`config.mk`:
```
export PLATFORM = sky130hd
export DESIGN_NAME = sh_conv_sched
export DESIGN_NICKNAME = d
export VERILOG_FILES = /design/src/rtl/sh_sched_pkg.sv /design/src/rtl/sh_refresh_timer.sv /design/src/rtl/sh_sep_gate.sv /design/src/rtl/sh_req_pend.sv /design/src/rtl/sh_conv_sched.sv
export SDC_FILE = /design/constraint.sdc
export NUM_CORES = 1
export LEC_CHECK = 0
export ABC_AREA = 1
export BUFFER_PORTS_ARGS = -buffer_cell sky130_fd_sc_hd__buf_2
export CAP_MARGIN = 5
export CORE_MARGIN = 1
export CORE_UTILIZATION = 52
export DETAILED_ROUTE_END_ITERATION = 10
export PLACE_DENSITY = 0.78
export SYNTH_ARGS = -nofsm -noshare
export SYNTH_HDL_FRONTEND = slang
export SYNTH_SLANG_ARGS = --single-unit
```
`constraint.sdc`:
```
create_clock -name clk -period 2.13 [get_ports clk]
set_input_delay 0.426 -clock clk [delete_from_list [all_inputs] [get_ports clk]]
set_output_delay 0.426 -clock clk [all_outputs]
set_load 0.005 [all_outputs]
```
`src/rtl/sh_sched_pkg.sv`:
```
package sh_sched_pkg;

    typedef enum logic {
        CH0 = 1'b0,
        CH1 = 1'b1
    } chan_e;

    typedef struct packed {
        logic  vld;
        chan_e ch;
    } grant_t;

endpackage

```
`src/rtl/sh_refresh_timer.sv`:
```
module sh_refresh_timer #(
    parameter int CODE_W = 3,
    parameter int CNT_W  = (1 << CODE_W) + 1
) (
    input  logic              clk,
    input  logic              rst_n,
    input  logic              run_i,
    input  logic [CODE_W-1:0] code_i,
    output logic              tick_o
);

    logic [CNT_W-1:0] cnt_d, cnt_q;
    logic [CNT_W-1:0] limit;

    always_comb begin
        limit  = (CNT_W'(1) << ({1'b0, code_i} + 1'b1)) - CNT_W'(1);
        tick_o = run_i && (cnt_q >= limit);
        if (!run_i || tick_o) begin
            cnt_d = '0;
        end else begin
            cnt_d = cnt_q + CNT_W'(1);
        end
    end

    always_ff @(posedge clk) begin
        if (!rst_n) begin
            cnt_q <= '0;
        end else begin
            cnt_q <= cnt_d;
        end
    end

endmodule

```
`src/rtl/sh_sep_gate.sv`:
```
module sh_sep_gate #(
    parameter int CODE_W = 3,
    parameter int CNT_W  = 1 << CODE_W
) (
    input  logic              clk,
    input  logic              rst_n,
    input  logic              fire_i,
    input  logic [CODE_W-1:0] code_i,
    output logic              ready_o
);

    logic [CNT_W-1:0] gap_d, gap_q;

    always_comb begin
        ready_o = (gap_q == '0);
        if (fire_i) begin
            gap_d = (CNT_W'(1) << code_i) - CNT_W'(1);
        end else if (!ready_o) begin
            gap_d = gap_q - CNT_W'(1);
        end else begin
            gap_d = gap_q;
        end
    end

    always_ff @(posedge clk) begin
        if (!rst_n) begin
            gap_q <= '0;
        end else begin
            gap_q <= gap_d;
        end
    end

endmodule

```
`src/rtl/sh_req_pend.sv`:
```
module sh_req_pend
    import sh_sched_pkg::*;
#(
    parameter int NCH = 2
) (
    input  logic           clk,
    input  logic           rst_n,
    input  logic [NCH-1:0] req_i,
    input  logic           dual_i,
    input  grant_t         take_i,
    output logic [NCH-1:0] pend_o
);

    logic [NCH-1:0] pend_d, pend_q;

    always_comb begin
        for (int c = 0; c < NCH; c++) begin
            if (take_i.vld && (int'(take_i.ch) == c)) begin
                pend_d[c] = 1'b0;
            end else if (c > 0 && !dual_i) begin
                pend_d[c] = 1'b0;
            end else begin
                pend_d[c] = pend_q[c] | req_i[c];
            end
        end
    end

    always_ff @(posedge clk) begin
        if (!rst_n) begin
            pend_q <= '0;
        end else begin
            pend_q <= pend_d;
        end
    end

    assign pend_o = pend_q;

endmodule

```
`src/rtl/sh_conv_sched.sv`:
```
module sh_conv_sched
    import sh_sched_pkg::*;
#(
    parameter int SEP_CODE_W = 3,
    parameter int REF_CODE_W = 3
) (
    input  logic                  clk,
    input  logic                  rst_n,
    input  logic [1:0]            req_i,
    input  logic                  dual_mode_i,
    input  logic                  refresh_en_i,
    input  logic [SEP_CODE_W-1:0] sep_code_i,
    input  logic [REF_CODE_W-1:0] ref_code_i,
    output logic                  conv_o,
    output logic                  conv_ch_o,
    output logic [1:0]            hold_o
);

    localparam int NCH = 2;

    typedef struct packed {
        logic           rf_act;
        logic           rf_ch;
        logic           conv;
        logic           ch;
        logic [NCH-1:0] hold;
    } state_t;

    state_t         st_d, st_q;
    grant_t         grant;
    logic           tick;
    logic           ready;
    logic           run;
    logic           act;
    logic           rch;
    logic [NCH-1:0] pend;
    logic [NCH-1:0] pend_eff;

    assign run = dual_mode_i & refresh_en_i;

    sh_refresh_timer #(
        .CODE_W (REF_CODE_W)
    ) u_timer (
        .clk    (clk),
        .rst_n  (rst_n),
        .run_i  (run),
        .code_i (ref_code_i),
        .tick_o (tick)
    );

    sh_sep_gate #(
        .CODE_W (SEP_CODE_W)
    ) u_gate (
        .clk     (clk),
        .rst_n   (rst_n),
        .fire_i  (st_d.conv),
        .code_i  (sep_code_i),
        .ready_o (ready)
    );

    sh_req_pend #(
        .NCH (NCH)
    ) u_pend (
        .clk    (clk),
        .rst_n  (rst_n),
        .req_i  (req_i),
        .dual_i (dual_mode_i),
        .take_i (grant),
        .pend_o (pend)
    );

    always_comb begin
        st_d      = st_q;
        st_d.conv = 1'b0;
        st_d.ch   = 1'b0;
        st_d.hold = '0;
        grant     = '{vld: 1'b0, ch: CH0};
        pend_eff  = {pend[1] & dual_mode_i, pend[0]};
        act       = run & (st_q.rf_act | tick);
        rch       = st_q.rf_act ? st_q.rf_ch : 1'b0;

        if (act) begin
            if (ready) begin
                st_d.conv   = 1'b1;
                st_d.ch     = rch;
                st_d.rf_act = ~rch;
                st_d.rf_ch  = 1'b1;
            end else begin
                st_d.rf_act = 1'b1;
                st_d.rf_ch  = rch;
            end
        end else begin
            st_d.rf_act = 1'b0;
            st_d.rf_ch  = 1'b0;
            if (ready && (pend_eff != '0)) begin
                grant.vld = 1'b1;
                grant.ch  = pend_eff[0] ? CH0 : CH1;
                st_d.conv = 1'b1;
                st_d.ch   = logic'(grant.ch);
            end
        end

        if (st_d.conv && dual_mode_i) begin
            st_d.hold[st_d.ch] = 1'b1;
        end
    end

    always_ff @(posedge clk) begin
        if (!rst_n) begin
            st_q <= '0;
        end else begin
            st_q <= st_d;
        end
    end

    assign conv_o    = st_q.conv;
    assign conv_ch_o = st_q.ch;
    assign hold_o    = st_q.hold;

endmodule

```
# After elaboration in Yosys (flattened, before gate mapping)
# Cells that the tools add are included.
[word_totals] regBits=25 inputBits=12 out_inout_bits=4 wordCells=56
[op_classes] addsub=5 n_lt_le_gt_ge=3 eq_ne=1 n_shift=2 n_mux=11 bitwise_logic=10 reduce_logical=15
[op_table] op="8-bit 2-to-1 mux" count=2
[op_table] op="2-bit 2-to-1 mux" count=5
[op_table] op="9-bit by 1-bit adder with 9-bit output (second input constant)" count=1
[op_table] op="9-bit >= comparator" count=1
[op_table] op="1-bit by 4-bit << shifter with 9-bit output (first input constant)" count=1
[op_table] op="9-bit by 2-bit subtractor with 9-bit output (second input constant)" count=1
[op_table] op="8-bit logical NOT" count=1
[op_table] op="1-bit by 3-bit << shifter with 8-bit output (first input constant)" count=1
[op_table] op="8-bit by 1-bit subtractor with 8-bit output (second input constant)" count=1
[op_table] op="8-bit by 2-bit subtractor with 8-bit output (second input constant)" count=1
[op_table] op="1-bit logical AND" count=6
[op_table] op="3-bit by 1-bit adder with 4-bit output (second input constant)" count=1
[op_table] op="1-bit NOT" count=4
[op_table] op="2-bit AND reduction" count=2
[op_table] op="2-bit OR reduction" count=2
[op_table] op="1-bit bitwise AND" count=3
[op_table] op="1-bit 2-to-1 mux" count=3
[op_table] op="1-bit OR" count=3
[op_table] op="3-bit OR reduction" count=1
[op_table] op="1-bit by 2-bit < comparator with 1-bit output (second input constant)" count=1
[op_table] op="2-bit != test (second input constant)" count=1
[op_table] op="2-bit nonzero test" count=1
[op_table] op="1-bit demux with 1-bit select" count=1
[op_table] op="1-bit >= comparator (second input constant)" count=1
[op_table] op="other kinds (2)" count=2

# Depth between registers and ports, before layout
# Gate-level depths: netlist of run 1.
[depth] ltp_word=12 mapped_depth=18 ltp_nobuf=18

# Cells and area by module
# From an unflattened synthesis of run 1, not the netlist that was laid out.
[hier_totals] cells_unflattened=238 area_unflattened_um2=1666.6
[by_module_without_submodules] mod="sh_refresh_timer" instances=1 cells_each=103 area_each_um2=732.0
[by_module_without_submodules] mod="sh_sep_gate" instances=1 cells_each=83 area_each_um2=560.5
[by_module_without_submodules] mod="sh_conv_sched" instances=1 cells_each=40 area_each_um2=292.8
[by_module_without_submodules] mod="sh_req_pend" instances=1 cells_each=12 area_each_um2=81.3

# Worst setup path after synthesis of run 1
# Ideal clock, no wire load.
[synth_path] path_type="input to register" from="input port ref_code_i[1]" to="register u_gate.gap_q[1]" setup_ns=0.109 arrival_time_ns=2.079 path_slack_ns=-0.059 cell_stages=18 path_buffers=0 path_cell_list="nor2_1 > nand2_1 > ha_1 > nor2_1 > a31oi_1 > ha_1 > nand2_1 > inv_2 > nand2_1 > nand2_1 > nor2_1 > nand3_2 > nand2_4 > nand2_4 > nand3_1 > nand3_1 > nand2_1 > inv_1"
[synth_via] elab_chain_cells=9
[synth_lines] element="from (decl)" line_no="sh_conv_sched.sv:13" source="input logic [REF_CODE_W-1:0] ref_code_i,"
[synth_lines] element="3-bit by 1-bit adder with 4-bit output *" line_no="sh_refresh_timer.sv:16" source="limit = (CNT_W'(1) << ({1'b0, code_i} + 1'b1)) - CNT_W'(1);"
[synth_lines] element="1-bit by 4-bit << shifter with 9-bit output *" line_no="sh_refresh_timer.sv:16"
[synth_lines] element="9-bit by 2-bit subtractor with 9-bit output *" line_no="sh_refresh_timer.sv:16"
[synth_lines] element="9-bit >= comparator *" line_no="sh_refresh_timer.sv:17" source="tick_o = run_i && (cnt_q >= limit);"
[synth_lines] element="1-bit logical AND *" line_no="sh_refresh_timer.sv:17"
[synth_lines] element="1-bit OR *" line_no="sh_conv_sched.sv:79" source="act = run & (st_q.rf_act | tick);"
[synth_lines] element="1-bit bitwise AND *" line_no="sh_conv_sched.sv:79"
[synth_lines] element="2-bit 2-to-1 mux *" line_no="sh_conv_sched.sv:82" source="if (act) begin"
[synth_lines] element="2-bit != test (no line) or 8-bit 2-to-1 mux (tied branches)"
[synth_lines] element="to (signal assigned)" line_no="sh_sep_gate.sv:29" source="gap_q <= gap_d;"
[synth_lines] element="to (decl)" line_no="sh_sep_gate.sv:12" source="logic [CNT_W-1:0] gap_d, gap_q;"
# Every way passes the cells marked *; elsewhere a longest branch is shown, timed or not.
# A chain may end at the register's enable or synchronous reset.

# Final worst setup path of run 1
[layout_path] from="input port ref_code_i[0]" to="register st_q, in the netlist hold_o[0]"
[layout_via] elab_chain_cells=12
[layout_lines] element="3-bit by 1-bit adder with 4-bit output *" line_no="sh_refresh_timer.sv:16"
[layout_lines] element="1-bit by 4-bit << shifter with 9-bit output *" line_no="sh_refresh_timer.sv:16"
[layout_lines] element="9-bit by 2-bit subtractor with 9-bit output *" line_no="sh_refresh_timer.sv:16"
[layout_lines] element="9-bit >= comparator *" line_no="sh_refresh_timer.sv:17"
[layout_lines] element="1-bit logical AND *" line_no="sh_refresh_timer.sv:17"
[layout_lines] element="1-bit OR *" line_no="sh_conv_sched.sv:79"
[layout_lines] element="1-bit bitwise AND *" line_no="sh_conv_sched.sv:79"
[layout_lines] element="2-bit 2-to-1 mux *" line_no="sh_conv_sched.sv:82"
[layout_lines] element="1-bit by 2-bit < comparator with 1-bit output (implied by the code) or 1-bit >= comparator (tied branches)" line_no="sh_conv_sched.sv:104" source="st_d.hold[st_d.ch] = 1'b1;"
[layout_lines] element="1-bit logical AND (implied by the code)" line_no="sh_conv_sched.sv:104"
[layout_lines] element="1-bit 2-to-1 mux (implied by the code)" line_no="sh_conv_sched.sv:104"
[layout_lines] element="1-bit demux with 1-bit select" line_no="sh_conv_sched.sv:104"
[layout_lines] element="to (signal assigned)" line_no="sh_conv_sched.sv:112" source="st_q <= st_d;"
[layout_lines] element="to (decl)" line_no="sh_conv_sched.sv:29" source="state_t st_d, st_q;"
# Marks and branches as above.

==> summary.txt, run 1 <==
Final layout
  • Number of fill cells: 218
  • Area of the multi-input gates: 886 µm²
  • Layout Utilization: 0.664
  • # diodes: 0
  • Sequential Area: 500 µm²
  • Design Area, Final: 1720 µm²
  • Fraction of layout cells with a size suffix above 1: 0.239
  • Layout net count: 251
  • P&R area growth vs syn: 16.3%

Yosys
  • Post-synthesis cell count: 200
  • Top cell type's share of synthesized area: 0.338
  • Yosys warnings: 0
  • Synth area leader: dfxtp_1
  • Most frequent cell after synthesis: nor2_1
  • Top FF cell, synth: dfxtp_1
  • Yosys reg bits: 25
  • Number of library cell types mapped by synthesis: 33
  • Ys async rst share: 0
  • Netlist Area Pre-Place: 1480 µm²
  • Post-synth EDFFs: 0
  • Post-Syn Area per Cell: 7.39 µm²
  • Top post-synthesis cells by count: 33 x nor2_1, 27 x nand2_1, 25 x dfxtp_1
  • Synth top area cells: dfxtp_1 34%, ha_1 10%, nor2_1 8.4%, nand2_1 6.9%, nand3_1 6.4%
  • Sequential area share after synthesis: 0.338

Global routing
  • Antenna violations before repair: 0
  • Largest net degree at the start of global routing: 17
  • All-Layer GR Usage: 0.189
  • Grt ovf: 0
  • Vias in the first global route: 1142
  • First-pass GRT wire length: 4.76 mm

Placed design
  • Routability congestion estimate: 0.804
  • Placed Instance Area: 1630 µm²
  • PortBufs: 15
  • Post-DP HPWL: 2.13 mm

Die
  • IO Pins: 16
  • Die height: 55.3 µm
  • Die Wd: 55.3 µm
  • Core footprint: 2590 µm²
  • Cell Rows: 18
  • DIE AREA: 3060 µm²
  • Initial Util: 0.571

STA
  • Count of final hold-check violations: 0
  • Final Max Tran Viols: 0
  • Rel. slew slack: 0.644
  • Tcrit/Tclk final: 1.01
  • Hold_ws: 0.327 ns
  • RSZ-0062 raised after global routing: yes
  • Final setup viols: 2
  • Fmax: 464 MHz
  • Setup TNS after final layout: -0.0299 ns
  • Final WS setup: -0.0235 ns
  • Min Tclk post-route: 2.15 ns
  • Worst-Margin Slew: 0.535 ns
  • Layout Skew: 0.00628 ns

Clock network
  • CTS H-tree depth: 1
  • Root buf cell: clkbuf_4
  • Cts bufs inserted: 3
  • Number of hold buffers added after cts: 0
  • Longest Clk Path Bufs: 2
  • TritonCTS clock tree: yes
  • Clk sinks: 25
  • Worst-path clk slew: 0.13 ns
  • Clock latency on the worst-skew pair: 0.32 ns

Routing
  • Final WL: 2.92 mm
  • DRC Markers: 0
  • DRT antenna net count: 0
  • 1st-iter DRT viols: 21
  • WL/cell: 11.4 µm
  • Via count: 1308
  • Drt first pass iters: 4
  • Vias/cell: 5.11

Power
  • Clock network fraction of design power: 0.146
  • Pwr Density: 830 nW/µm²
  • Reg power frac: 0.407
  • P_sw: 580 µW
  • Logic pwr share: 0.447
  • Cell Int Power: 848 µW
  • Total power: 1.43 mW
  • Leak pwr: 0.841 nW
  • Net Sw Frac: 0.406
  • VDD IR max: 0.713 mV

Job
  • Max cap viols: 0

Outcome
  • Failing checks: negative setup slack
  • Status: finished, violations left

Hold path
  • HP Class: in2reg

Setup path
  • Crit end category: flip-flop
  • CP max FO: 7
  • Crit Path Class: in2reg
  • Critical Path AT: 2.42 ns
  • Critical path required time: 2.40 ns
  • Startpoint types: input pin
## sequential cells by signal (all words and copies together) (netlist names)
signal,count
u_timer.cnt_q,9
conv_o,1
hold_o,2
conv_ch_o,1
u_gate.gap_q,8
st_q,2
u_pend.pend_o,2
## cell families (layout without fill, tap and decap cells)
kind of cell             count (synthesis)  after routing  synth area share
AND/OR/NAND/NOR                        101            101             0.336
buffers and inverters                   31             56            0.0897
flip-flops                              25             25             0.338
AO/OA/AOI/OAI                           21             21            0.0787
adder cells (fa/ha/maj)                 12             12             0.102
XOR/XNOR                                 9              9            0.0533
other                                    1              2           0.00254
## cell usage in the layout (no fill, tap or decap), types with 3 or more instances in the layout
| master | n |
|---|---|
| nor2_1 | 28 |
| nor2_2 | 5 |
| buf_4 | 10 |
| nand3_1 | 17 |
| ha_1 | 11 |
| clkbuf_4 | 3 |
| xor2_1 | 7 |
| nand2_1 | 26 |
| buf_2 | 13 |
| nand2_4 | 3 |
| inv_1 | 24 |
| or2_2 | 3 |
| nand3_2 | 4 |
| a31oi_1 | 3 |
| dfxtp_1 | 25 |
| a21oi_1 | 10 |
| nand4_1 | 4 |
## power by group through the flow
| stage | clock network (mW) | registers [mW] | logic (mW) |
|---|---|---|---|
| 6_report | 0.208 | 0.581 | 0.639 |
| 3_5_place_dp | 0 | 0.591 | 0.605 |
| 4_1_cts | 0.212 | 0.580 | 0.608 |
| 2_1_floorplan | 0 | 0.583 | 0.508 |
| 5_1_grt | 0.227 | 0.591 | 0.722 |
| 3_3_place_gp | 0 | 0.591 | 0.595 |
## final timing paths
kind,start,endpoint,slack (ns),cells past startpoint
worst max-delay path,ref_code_i[0],hold_o[0]$_SDFF_PN0_,-0.02,19
worst min register to register,u_timer.cnt_q[0]$_SDFF_PP0_,u_timer.cnt_q[0]$_SDFF_PP0_,0.48,1
worst min-delay path,req_i[0],u_pend.pend_o[0]$_SDFF_PP0_,0.33,3
worst max register to register,u_gate.gap_q[0]$_SDFFE_PN0P_,u_gate.gap_q[1]$_SDFFE_PN0P_,0.28,12
## stage by stage
stage | setup slack (ns) | std cells
global route | -0.188 | 256
finish | -0.0235 | 256
CTS | 0.0511 | 253
floorplan | 0.0108 | 201
global placement | -0.237 | 249
detailed placement | -0.294 | 249
## per-layer routing
metal / share of wire / GRT usage / vias up
li1: - / - / 695
met1: 0.49 / 0.269 / 579
met2: 0.45 / 0.301 / 30
met3: 0.048 / 0.0422 / 4
met4: 0.0069 / 0.0214 / 0
met5: 0 / 0 / -
## area by class of cell
type                       count  area share
sequential                    25       0.291
timing repair buffer          25      0.0967
inverter                      27      0.0596
clock buffer                   3      0.0131
multi-input combinational    145       0.515
clock inverter                 1     0.00291
tap                           30      0.0218
## repair_timing
item                                    in CTS  in global routing
setup buffers                                0                  3
gates resized for setup                      0                 13
endpoints found under the setup margin       0                 19
## worst max-delay path, stage by stage
cell,delay [ns]
buf_8,0.10
nor2_4,0.09
nand2_1,0.06
ha_2,0.18
nor2_1,0.13
a31oi_1,0.07
ha_1,0.32
nand2_1,0.07
inv_2,0.06
nand3_2,0.07
nor2_2,0.12
nor2_2,0.05
nand3_2,0.10
nand2_4,0.09
nand2_4,0.11
nand2_4,0.08
nor2_4,0.12
nand2_2,0.08
nor2_2,0.10
Note: power is estimated with default switching activity, not from simulation.
==> run 2, diff against run 1 <==
--- a/config.mk
+++ b/config.mk
@@ -6,12 +6,13 @@
 export NUM_CORES = 1
 export LEC_CHECK = 0
 export ABC_AREA = 1
-export BUFFER_PORTS_ARGS = -buffer_cell sky130_fd_sc_hd__buf_2
+export BUFFER_PORTS_ARGS = -buffer_cell sky130_fd_sc_hd__clkbuf_2
 export CAP_MARGIN = 5
 export CORE_MARGIN = 1
-export CORE_UTILIZATION = 52
+export CORE_UTILIZATION = 42
 export DETAILED_ROUTE_END_ITERATION = 10
-export PLACE_DENSITY = 0.78
+export PLACE_DENSITY = 0.66
 export SYNTH_ARGS = -nofsm -noshare
 export SYNTH_HDL_FRONTEND = slang
 export SYNTH_SLANG_ARGS = --single-unit
+export TNS_END_PERCENT = 30
==> run 2 against run 1 <==
  * The run now ends clean
  * Power is 1.4% higher
  * Sequential power is 0.9% higher
  * Utilization is 15 points lower
  * Count of clock-buffer cells in the layout stayed put
  * Sequential share of layout area is 0.19 points lower
  * First-iteration DRC count grew to 3.7 times the previous value
  * Critical path type unchanged
  * Fmax is 6.7% higher
  * Largest power group unchanged
  * Design area is 0.65% higher
==> summary.txt, run 2 (same netlist as run 1, synthesis figures left out) <==
Setup path
  • Crit Path Class: in2reg
  • CP Cell Sequence: buf_8 -> nor2_4 -> nand2_1 -> ha_2 -> nor2_1 -> a31oi_1 -> ha_1 -> nand2_1 -> inv_2 -> nand2_1 -> nand2_1 -> nor2_2 -> nand3_2 -> nand2_4 -> nand2_4 -> nand2_4 -> o21ai_2 -> a21oi_1
  • Critical path required time: 2.40 ns (about the same)
  • Startpoint types: input pin
  • Critical path's top delay family: simple AND/OR/NAND/NOR gates
  • CP Buf/Inv Count: 2 (unchanged)
  • Crit end category: flip-flop
  • Most frequent CP cell: nand2_1
  • CP max FO: 6 (-1)
  • CP max stage cell: ha_1
  • Max stage delay on crit path: 0.29 ns (-0.03 ns)
  • Critical Path AT: 2.29 ns (-0.13 ns)

Power
  • VDD IR max: 0.523 mV (-27%)
  • Total power: 1.45 mW (+1.4%)
  • Clock network fraction of design power: 0.154 (+0.008)
  • P_sw: 595 µW (+2.7%)
  • Reg power frac: 0.405 (-0.002)
  • Cell Int Power: 853 µW (+0.58%)
  • Pwr Density: 836 nW/µm² (+0.78%)
  • Logic pwr share: 0.441 (-0.006)
  • Leak pwr: 0.830 nW (-1.3%)
  • Net Sw Frac: 0.411 (+0.00501)

STA
  • Fmax: 495 MHz (+6.7%)
  • Min Tclk post-route: 2.02 ns (-0.135 ns)
  • Setup TNS after final layout: 0 ns (+0.0299 ns)
  • Count of final hold-check violations: 0 (unchanged)
  • Hold_ws: 0.331 ns (+0.00404 ns)
  • Final setup viols: 0 (-2)
  • Tcrit/Tclk final: 0.948 (-0.0632)
  • RSZ-0062 raised after global routing: yes
  • Layout Skew: 0.0138 ns (+0.00754 ns)
  • Final Max Tran Viols: 0 (unchanged)

Global routing
  • Antenna violations before repair: 0 (unchanged)
  • Vias in the first global route: 1156 (+1.2%)
  • Largest net degree at the start of global routing: 17 (unchanged)
  • First-pass GRT wire length: 4.64 mm (-2.6%)
  • Grt ovf: 0 (unchanged)
  • All-Layer GR Usage: 0.167 (-0.0217)

Final layout
  • Layout net count: 250 (-0.40%)
  • Most frequent cells in the layout: 31 x nor2_1, 25 x dfxtp_1, 24 x inv_1, 24 x nand2_1, 18 x nand3_1
  • P&R area growth vs syn: 17.1%
  • Layout Utilization: 0.515 (-0.149)
  • Most common cell after layout, fill and taps aside: nor2_1
  • Biggest regs: u_timer.cnt_q x9, u_gate.gap_q x8
  • Max reg flops: 9 (unchanged)
  • # diodes: 0 (unchanged)
  • Layout Cells excl Fill: 271 (+5.9%)
  • Top reg by flops: u_timer.cnt_q
  • Fraction of layout cells with a size suffix above 1: 0.231 (-0.00783)

Placed design
  • PortBufs: 15 (unchanged)
  • Post-DP HPWL: 2.17 mm (+1.8%)
  • Routability congestion estimate: 0.785 (-2.4%)
  • Placed cell count: 266 (+6.8%)

Clock network
  • Clock latency on the worst-skew pair: 0.32 ns (about the same)
  • Worst-path clk slew: 0.15 ns (+0.02 ns)
  • Root buf cell: clkbuf_4
  • TritonCTS clock tree: yes
  • Longest Clk Path Bufs: 2 (unchanged)
  • Clk sinks: 25 (unchanged)
  • Cts bufs inserted: 3 (unchanged)
  • CTS H-tree depth: 1 (unchanged)

Routing
  • DRC Markers: 0 (unchanged)
  • Drt first pass iters: 4 (unchanged)
  • Vias/cell: 4.69 (-8.2%)
  • 1st-iter DRT viols: 77 (+270%)
  • DRT antenna net count: 0 (unchanged)
  • Final WL: 2.80 mm (-3.8%)
  • WL/cell: 10.3 µm (-9.2%)
  • Via count: 1271 (-2.8%)

Die
  • Initial Util: 0.440 (-0.131)
  • Cell Rows: 21 (+3)
  • IO Pins: 16 (unchanged)
  • DIE AREA: 3760 µm² (+23%)
  • Die Wd: 61.3 µm (+11%)
  • Die height: 61.3 µm (+11%)
  • Core footprint: 3360 µm² (+30%)

Job
  • Max cap viols: 0 (unchanged)

Hold path
  • HP Class: in2reg

Outcome
  • Status: complete, no violations
## run 2: layout make-up
class,count,area (µm²)
timing repair buffer,24,159
sequential,25,500
clock inverter,1,7.51
multi-input combinational,145,882
fill,363,1630
tap,46,57.6
inverter,27,103
clock buffer,3,22.5
## run 2: routing by layer
layer  vias to the layer above  global-route usage  share of wire
li1                        693                   -              -
met1                       558               0.207           0.49
met2                        18               0.297           0.47
met3                         2              0.0189          0.032
met4                         0              0.0667         0.0075
met5                         -                   0              0
## run 2: worst paths after layout
| check | startpoint | end | slack [ns] | cells past startpoint |
|---|---|---|---|---|
| setup reg to reg | u_gate.gap_q[0]$_SDFFE_PN0P_ | u_gate.gap_q[1]$_SDFFE_PN0P_ | 0.31 | 12 |
| setup / recovery | ref_code_i[0] | u_gate.gap_q[4]$_SDFFE_PN0P_ | 0.11 | 18 |
| hold / removal | req_i[0] | u_pend.pend_o[0]$_SDFF_PP0_ | 0.33 | 3 |
| hold reg to reg | st_q[4]$_SDFF_PN0_ | st_q[5]$_SDFF_PN0_ | 0.48 | 1 |
## run 2: timing repair
action	CTS	global route
endpoints found under the setup margin	0	11
setup buffers	0	1
gates resized for setup	0	14
hold buffers	0	0
## run 2: worst reg2reg max path, cell delays in order (launching register included)
cell	delay, ns
dfxtp_1	0.39
inv_1	0.09
ha_1	0.22
inv_1	0.07
nor2_2	0.04
nand2_1	0.08
inv_2	0.07
nand3_4	0.09
clkinv_2	0.22
or2_2	0.34
nand3_1	0.08
nand2_1	0.05
inv_1	0.05
## run 2: power by group through the flow
stage / Clock [mW] / Combinational [mW] / Sequential, mW
floorplan: 0 / 0.508 / 0.583
global placement: 0 / 0.596 / 0.595
detailed placement: 0 / 0.600 / 0.592
CTS: 0.229 / 0.603 / 0.584
global route: 0.253 / 0.723 / 0.594
finish: 0.223 / 0.639 / 0.586
## run 2: stage by stage
stage          cell area [µm²]  setup slack, ns
2_1_floorplan             1500           0.0108
3_3_place_gp              1660           -0.212
3_5_place_dp              1660           -0.255
4_1_cts                   1690           0.0990
5_1_grt                   1730          -0.0658
6_report                  1730            0.111
